--- src/rtl/brk_pkg.sv ---
package brk_pkg;
   typedef enum logic [1:0] {
      GATE_PASS  = 2'd0,
      GATE_HOLD  = 2'd1,
      GATE_ARMED = 2'd2
   } gate_st_t;
endpackage

--- src/rtl/brk_detect.sv ---
module brk_detect #(
   parameter int SETTLE_CYC = 4
) (
   input  logic clk,
   input  logic rst_n,
   input  logic standby_i,
   input  logic take_i,
   input  logic ferr_i,
   input  logic line_i,
   output logic detect_o
);
   localparam int CNT_W = $clog2(SETTLE_CYC + 1);
   localparam logic [CNT_W-1:0] LOAD = CNT_W'(SETTLE_CYC);
   localparam logic [CNT_W-1:0] LAST = CNT_W'(1);

   logic [CNT_W-1:0] cnt_q;

   always_ff @(posedge clk or negedge rst_n) begin
      if (!rst_n)
         cnt_q <= '0;
      else if (standby_i)
         cnt_q <= '0;
      else if (take_i)
         cnt_q <= ferr_i ? LOAD : '0;
      else if (cnt_q != '0)
         cnt_q <= cnt_q - LAST;
   end

   assign detect_o = (cnt_q == LAST) && !line_i && !take_i && !standby_i;


   ck_detect_after_ferr_chk: assert property (@(posedge clk) disable iff (!rst_n)
      (take_i && ferr_i && !standby_i) |=> (cnt_q == LOAD));
endmodule

--- src/rtl/brk_gate.sv ---
module brk_gate
   import brk_pkg::*;
#(
   parameter int DATA_W = 8
) (
   input  logic              clk,
   input  logic              rst_n,
   input  logic              standby_i,
   input  logic              frame_done_i,
   input  logic [DATA_W-1:0] data_i,
   input  logic              ferr_i,
   input  logic              line_i,
   input  logic              detect_i,
   output logic              take_o,
   output logic              hold_o,
   output logic              fifo_wr_o,
   output logic [DATA_W-1:0] fifo_data_o,
   output logic              fifo_ferr_o
);
   gate_st_t st_q, st_d;

   assign take_o = frame_done_i && (st_q != GATE_HOLD) && !standby_i;
   assign hold_o = (st_q != GATE_PASS);

   always_comb begin
      st_d = st_q;
      if (standby_i)
         st_d = GATE_PASS;
      else if (detect_i)
         st_d = GATE_HOLD;
      else begin
         unique case (st_q)
            GATE_HOLD:  if (line_i) st_d = GATE_ARMED;
            GATE_ARMED: if (frame_done_i) st_d = GATE_PASS;
            default:    st_d = st_q;
         endcase
      end
   end

   always_ff @(posedge clk or negedge rst_n) begin
      if (!rst_n) begin
         st_q        <= GATE_PASS;
         fifo_wr_o   <= 1'b0;
         fifo_data_o <= '0;
         fifo_ferr_o <= 1'b0;
      end else begin
         st_q      <= st_d;
         fifo_wr_o <= take_o;
         if (take_o) begin
            fifo_data_o <= data_i;
            fifo_ferr_o <= ferr_i;
         end
      end
   end


   drop_in_hold_chk: assert property (@(posedge clk) disable iff (!rst_n)
      (st_q == GATE_HOLD && frame_done_i) |=> !fifo_wr_o);


   resume_store_chk: assert property (@(posedge clk) disable iff (!rst_n)
      (st_q == GATE_ARMED && frame_done_i && !standby_i && !detect_i) |=> (fifo_wr_o && !hold_o));
endmodule

--- src/rtl/brk_flag.sv ---
module brk_flag #(
   parameter bit CLR_NEEDS_READ = 1'b1
) (
   input  logic clk,
   input  logic rst_n,
   input  logic standby_i,
   input  logic set_i,
   input  logic rd_i,
   input  logic wr_i,
   input  logic wdata_i,
   output logic flag_o
);
   logic flag_q;
   logic clr_ok;

   generate
      if (CLR_NEEDS_READ) begin : g_rd_wr
         logic rd_seen_q;
         always_ff @(posedge clk or negedge rst_n) begin
            if (!rst_n)
               rd_seen_q <= 1'b0;
            else if (standby_i || wr_i)
               rd_seen_q <= 1'b0;
            else if (rd_i && flag_q)
               rd_seen_q <= 1'b1;
         end
         assign clr_ok = wr_i && !wdata_i && rd_seen_q;
      end else begin : g_wr_only
         logic unused_rd;
         assign unused_rd = rd_i;
         assign clr_ok    = wr_i && !wdata_i;
      end
   endgenerate

   always_ff @(posedge clk or negedge rst_n) begin
      if (!rst_n)
         flag_q <= 1'b0;
      else if (standby_i)
         flag_q <= 1'b0;
      else if (set_i)
         flag_q <= 1'b1;
      else if (clr_ok)
         flag_q <= 1'b0;
   end

   assign flag_o = flag_q;


   clear_by_write_chk: assert property (@(posedge clk) disable iff (!rst_n)
      ($fell(flag_q) && !$past(standby_i)) |-> ($past(wr_i) && !$past(wdata_i)));


   standby_clears_chk: assert property (@(posedge clk) disable iff (!rst_n)
      standby_i |=> !flag_q);
endmodule

--- src/rtl/rx_break_gate.sv ---
module rx_break_gate #(
   parameter int DATA_W         = 8,
   parameter int SETTLE_CYC     = 4,
   parameter bit CLR_NEEDS_READ = 1'b1
) (
   input  logic              clk,
   input  logic              rst_n,
   input  logic              standby_i,
   input  logic              frame_done_i,
   input  logic [DATA_W-1:0] frame_data_i,
   input  logic              frame_ferr_i,
   input  logic              rx_line_i,
   input  logic              stat_rd_i,
   input  logic              stat_wr_i,
   input  logic              stat_wdata_i,
   input  logic              irq_en_i,
   output logic              fifo_wr_o,
   output logic [DATA_W-1:0] fifo_data_o,
   output logic              fifo_ferr_o,
   output logic              brk_flag_o,
   output logic              brk_irq_o
);
   initial begin
      assert (DATA_W >= 1) else $error("DATA_W must be at least 1");
      assert (SETTLE_CYC >= 1) else $error("SETTLE_CYC must be at least 1");
   end

   logic take;
   logic hold;
   logic detect;

   brk_detect #(.SETTLE_CYC(SETTLE_CYC)) u_detect (
      .clk      (clk),
      .rst_n    (rst_n),
      .standby_i(standby_i),
      .take_i   (take),
      .ferr_i   (frame_ferr_i),
      .line_i   (rx_line_i),
      .detect_o (detect)
   );

   brk_gate #(.DATA_W(DATA_W)) u_gate (
      .clk         (clk),
      .rst_n       (rst_n),
      .standby_i   (standby_i),
      .frame_done_i(frame_done_i),
      .data_i      (frame_data_i),
      .ferr_i      (frame_ferr_i),
      .line_i      (rx_line_i),
      .detect_i    (detect),
      .take_o      (take),
      .hold_o      (hold),
      .fifo_wr_o   (fifo_wr_o),
      .fifo_data_o (fifo_data_o),
      .fifo_ferr_o (fifo_ferr_o)
   );

   brk_flag #(.CLR_NEEDS_READ(CLR_NEEDS_READ)) u_flag (
      .clk      (clk),
      .rst_n    (rst_n),
      .standby_i(standby_i),
      .set_i    (detect),
      .rd_i     (stat_rd_i),
      .wr_i     (stat_wr_i),
      .wdata_i  (stat_wdata_i),
      .flag_o   (brk_flag_o)
   );

   assign brk_irq_o = brk_flag_o & irq_en_i;


   write_follows_frame_chk: assert property (@(posedge clk) disable iff (!rst_n)
      fifo_wr_o |-> $past(frame_done_i));


   flag_needs_space_chk: assert property (@(posedge clk) disable iff (!rst_n)
      $rose(brk_flag_o) |-> (!$past(rx_line_i) && hold));


   standby_ends_hold_chk: assert property (@(posedge clk) disable iff (!rst_n)
      standby_i |=> (!hold && !fifo_wr_o));
endmodule

--- config.mk ---
export PLATFORM = sky130hd
export DESIGN_NAME = rx_break_gate
export DESIGN_NICKNAME = d
export VERILOG_FILES = /design/src/rtl/brk_pkg.sv /design/src/rtl/brk_detect.sv /design/src/rtl/brk_gate.sv /design/src/rtl/brk_flag.sv /design/src/rtl/rx_break_gate.sv
export SDC_FILE = /design/constraint.sdc
export NUM_CORES = 1
export LEC_CHECK = 0
export BUFFER_PORTS_ARGS = -buffer_cell sky130_fd_sc_hd__buf_2
export CAP_MARGIN = 30
export CORE_MARGIN = 2
export CORE_UTILIZATION = 51
export DETAILED_ROUTE_END_ITERATION = 7
export GPL_ROUTABILITY_DRIVEN = 1
export HOLD_SLACK_MARGIN = 0.03
export PLACE_DENSITY = 0.94
export SYNTH_ARGS = -nofsm -noshare
export SYNTH_HDL_FRONTEND = slang
export SYNTH_HIERARCHICAL = 1
export SYNTH_SLANG_ARGS = --single-unit
--- constraint.sdc ---
create_clock -name clk -period 2.8 [get_ports clk]
set_input_delay 0.14 -clock clk [delete_from_list [all_inputs] [get_ports clk]]
set_output_delay 0.14 -clock clk [all_outputs]
set_load 0.05 [all_outputs]
==> results summary <==
The run finished with clean final reports. The first global-routing pass estimated 2760 um of wire. Counting the buffers created by CTS gives 3. Buffers added to address setup during post-CTS repair amount to 0. The remaining max-slew budget at the tightest pin is 73.5%. Clock-pin slew was measured on the worst setup and hold paths at 0.10 ns. The final routed DRC violation total came out at 0. The biggest fanout along the worst timing path is 12. Dividing the synthesized area by the synthesized cell count gives 12.9 um^2.

The number of antenna violations at the first check in global routing was 0. Net switching is 41.1% of the power. STA classifies the critical path startpoint as a flip-flop.

The tightest min-delay check is of the in -> reg type. The tree is rooted in a sky130_fd_sc_hd__clkbuf_4. The endpoint with the worst hold slack is u_gate/fifo_data_o[3]. In this run the deepest clock path goes through 2 buffers. The die is 44.3 um tall. For the worst setup path, the data required time is 3.02 ns. Clock tree synthesis found a total of 17 sinks.

The starting density of the core is 54.9%. The fraction of power consumed by sequential logic came out at 39.7%. The net total in the final layout came out at 124. Across the run, the number of max-cap violations was 0.

The standard-cell row count came out at 14. The startpoint identified for the worst hold timing path is frame_data_i[3]. The H-tree level count is 1. The number of cells on the worst hold path is 2. Setup violations remaining at the end of the flow were counted as 0. In this run the remaining antenna-violating nets after routing total 0.

The sum of routed wire length over all layers came out at 1560 um. Counting cells, the worst reg-to-reg path comes to 8. The via count of the first global-routing pass is 684. The horizontal die dimension came out at 44.3 um. TritonCTS built the clock tree. The core area came out at 1510 um^2. The maximum clock skew at final layout came out at 0.00761 ns.

The floorplan die area is 1960 um^2. Detailed placement ended at an HPWL of 1220 um. Global routing finished with a remaining overflow of 0.

The shortest clock period the worst path allows after layout is 2.04 ns. The nature of the critical path endpoint is a flip-flop. The measured slew at the worst slew-check pin is 0.397 ns. The internal power contribution came out at 0.503 mW.

The critical path in this run is classified as reg -> reg. The power per cell area came out at 821 nW/um^2. From synthesis to final layout, the design area changed by 25.6%. The maximum achievable frequency came out at 491 MHz.

The share of the cycle needed by the critical path after routing came out at 72.8%. The power share of the combinational group is 45.3%. The total track usage came out at 19.6%. The maximum number of pins on one net before global-route repair is 18. In the final routed layout, each cell accounts on average for 13.6 um.

Setup repair after global routing left no endpoint under its margin. Data arrives at the worst endpoint at 2.26 ns. Yosys printed 6 warnings. The post-synthesis cell count came out at 64. The fraction of final layout cells with drive strength greater than 1 came out at 48.5%. The net switching power of the design came out at 0.350 mW. The critical register-to-register path endpoint is u_flag/flag_o. The worst register-to-register path begins at u_gate/st_q[1].

The violation count after the first detailed-routing iteration came out at 8. Synthesis produced a netlist with a net count of 88. The overall via count from detail_route is 604. Measured on the finished design, the core utilization comes to 68.9%. The analysis attributes to cell leakage a power of 0.499 nW.

The total of buffers placed on input and output ports came out at 29. The worst register-to-register path has a setup slack of 0.76 ns. The congestion estimate from routability-driven global placement came to 0.743. The via-per-instance ratio came out at 5.25. The post-cts repair resize count is 0. Adding up every negative setup slack in the final design gives 0 ns. The clock latency reported for the late side of the worst-skew pair came out at 0.29 ns. The number of slew-limit violations in the final report was 0. The first TritonRoute pass finished after 3 iterations. Per report_power, the clock group accounts for 15.0% of the total.

For this design, the CTS-stage hold fixing added 2 buffers. In this run the count of I/O pins placed on the die edge is 30. The cell area that synthesis handed to floorplanning was 827 um^2. The repair_antennas step left the layout with diodes totalling 0. Across the VDD grid, the largest voltage drop is 0.614 mV. The most critical setup path has its startpoint at u_gate/st_q[1]. The number of hold violations in the final report came out at 0.
sequential cells by signal, summed over array words and instances (netlist names):
| register | flops |
|---|---|
| u_gate/fifo_data_o | 8 |
| u_gate/fifo_wr_o | 1 |
| u_gate/st_q | 2 |
| u_detect/cnt_q | 3 |
| u_flag/g_rd_wr.rd_seen_q | 1 |
| u_flag/flag_o | 1 |
| u_gate/fifo_ferr_o | 1 |
per-layer routing:
metal / global-route usage (%) / wire length (um) / vias to the layer above
met5: 0 / 0 / -
met4: 12.7 / 29 / 0
met3: 3.27 / 82 / 4
met2: 33.8 / 817 / 20
met1: 22.1 / 631 / 290
li1: - / - / 290
through the flow:
| step | area [um^2] | cells | total power [mW] | hold slack (ns) | worst slack (ns) |
|---|---|---|---|---|---|
| after floorplan | 827 | 64 | 0.627 | -0.156 | 0.985 |
| final | 1040 | 115 | 0.853 | 0.0773 | 0.762 |
| after global routing | 1040 | 115 | 0.914 | 0.0699 | 0.641 |
| after CTS | 1040 | 115 | 0.863 | 0.0715 | 0.740 |
| after detailed placement | 992 | 109 | 0.729 | 0.0797 | 0.772 |
| after global placement | 992 | 109 | 0.698 | 0.0690 | 0.910 |
critical path: stages, from the launching register on:
cell and delay (ns):
sky130_fd_sc_hd__dfrtp_1 0.42, sky130_fd_sc_hd__inv_1 0.08, sky130_fd_sc_hd__ha_1 0.17, sky130_fd_sc_hd__nor3b_1 0.06
sky130_fd_sc_hd__buf_4 0.18, sky130_fd_sc_hd__or2_4 0.29, sky130_fd_sc_hd__nor4b_2 0.38, sky130_fd_sc_hd__and4bb_1 0.24
sky130_fd_sc_hd__nor3_2 0.14
layout by cell type, fill, tap and decap left out:
cell type                       count
sky130_fd_sc_hd__buf_2             29
sky130_fd_sc_hd__dfrtp_1           17
sky130_fd_sc_hd__mux2_2             9
sky130_fd_sc_hd__inv_1              7
sky130_fd_sc_hd__ha_1               6
sky130_fd_sc_hd__nor2b_1            4
sky130_fd_sc_hd__clkbuf_4           3
sky130_fd_sc_hd__dlygate4sd3_1      2
sky130_fd_sc_hd__nor2_1             2
sky130_fd_sc_hd__a21oi_1            2
sky130_fd_sc_hd__o31ai_1            2
sky130_fd_sc_hd__and2_1             1
sky130_fd_sc_hd__clkbuf_1           1
sky130_fd_sc_hd__buf_4              1
sky130_fd_sc_hd__or2_4              1
sky130_fd_sc_hd__nor4b_2            1
sky130_fd_sc_hd__xor2_1             1
sky130_fd_sc_hd__nand3b_1           1
sky130_fd_sc_hd__o31ai_2            1
sky130_fd_sc_hd__a211oi_2           1
sky130_fd_sc_hd__and4bb_1           1
sky130_fd_sc_hd__nor3_2             1
sky130_fd_sc_hd__nor3_1             1
sky130_fd_sc_hd__nor3b_1            1
sky130_fd_sc_hd__nor2b_4            1
sky130_fd_sc_hd__or3_1              1
sky130_fd_sc_hd__a211oi_1           1
worst max path at each step:
stage	to	cells after the start
2_1_floorplan	u_flag/flag_o	8
3_3_place_gp	u_flag/flag_o	8
3_5_place_dp	u_flag/flag_o	8
4_1_cts	u_flag/flag_o	8
5_1_grt	u_flag/flag_o	8
6_report	u_flag/flag_o	8
cell type report:
cell class,instances,area [um^2]
multi-input combinational,39,368
fill,125,468
clock buffer,4,26.3
sequential,17,425
inverter,7,26.3
timing repair buffer,32,173
tap,16,20.0
power groups by stage:
stage	logic, mW	clock network (mW)	registers [mW]
6_report	0.386	0.128	0.339
5_1_grt	0.424	0.144	0.346
4_1_cts	0.390	0.134	0.339
3_5_place_dp	0.385	0	0.344
3_3_place_gp	0.361	0	0.337
2_1_floorplan	0.195	0	0.432
No activity file was read; power rests on OpenSTA's default activity.
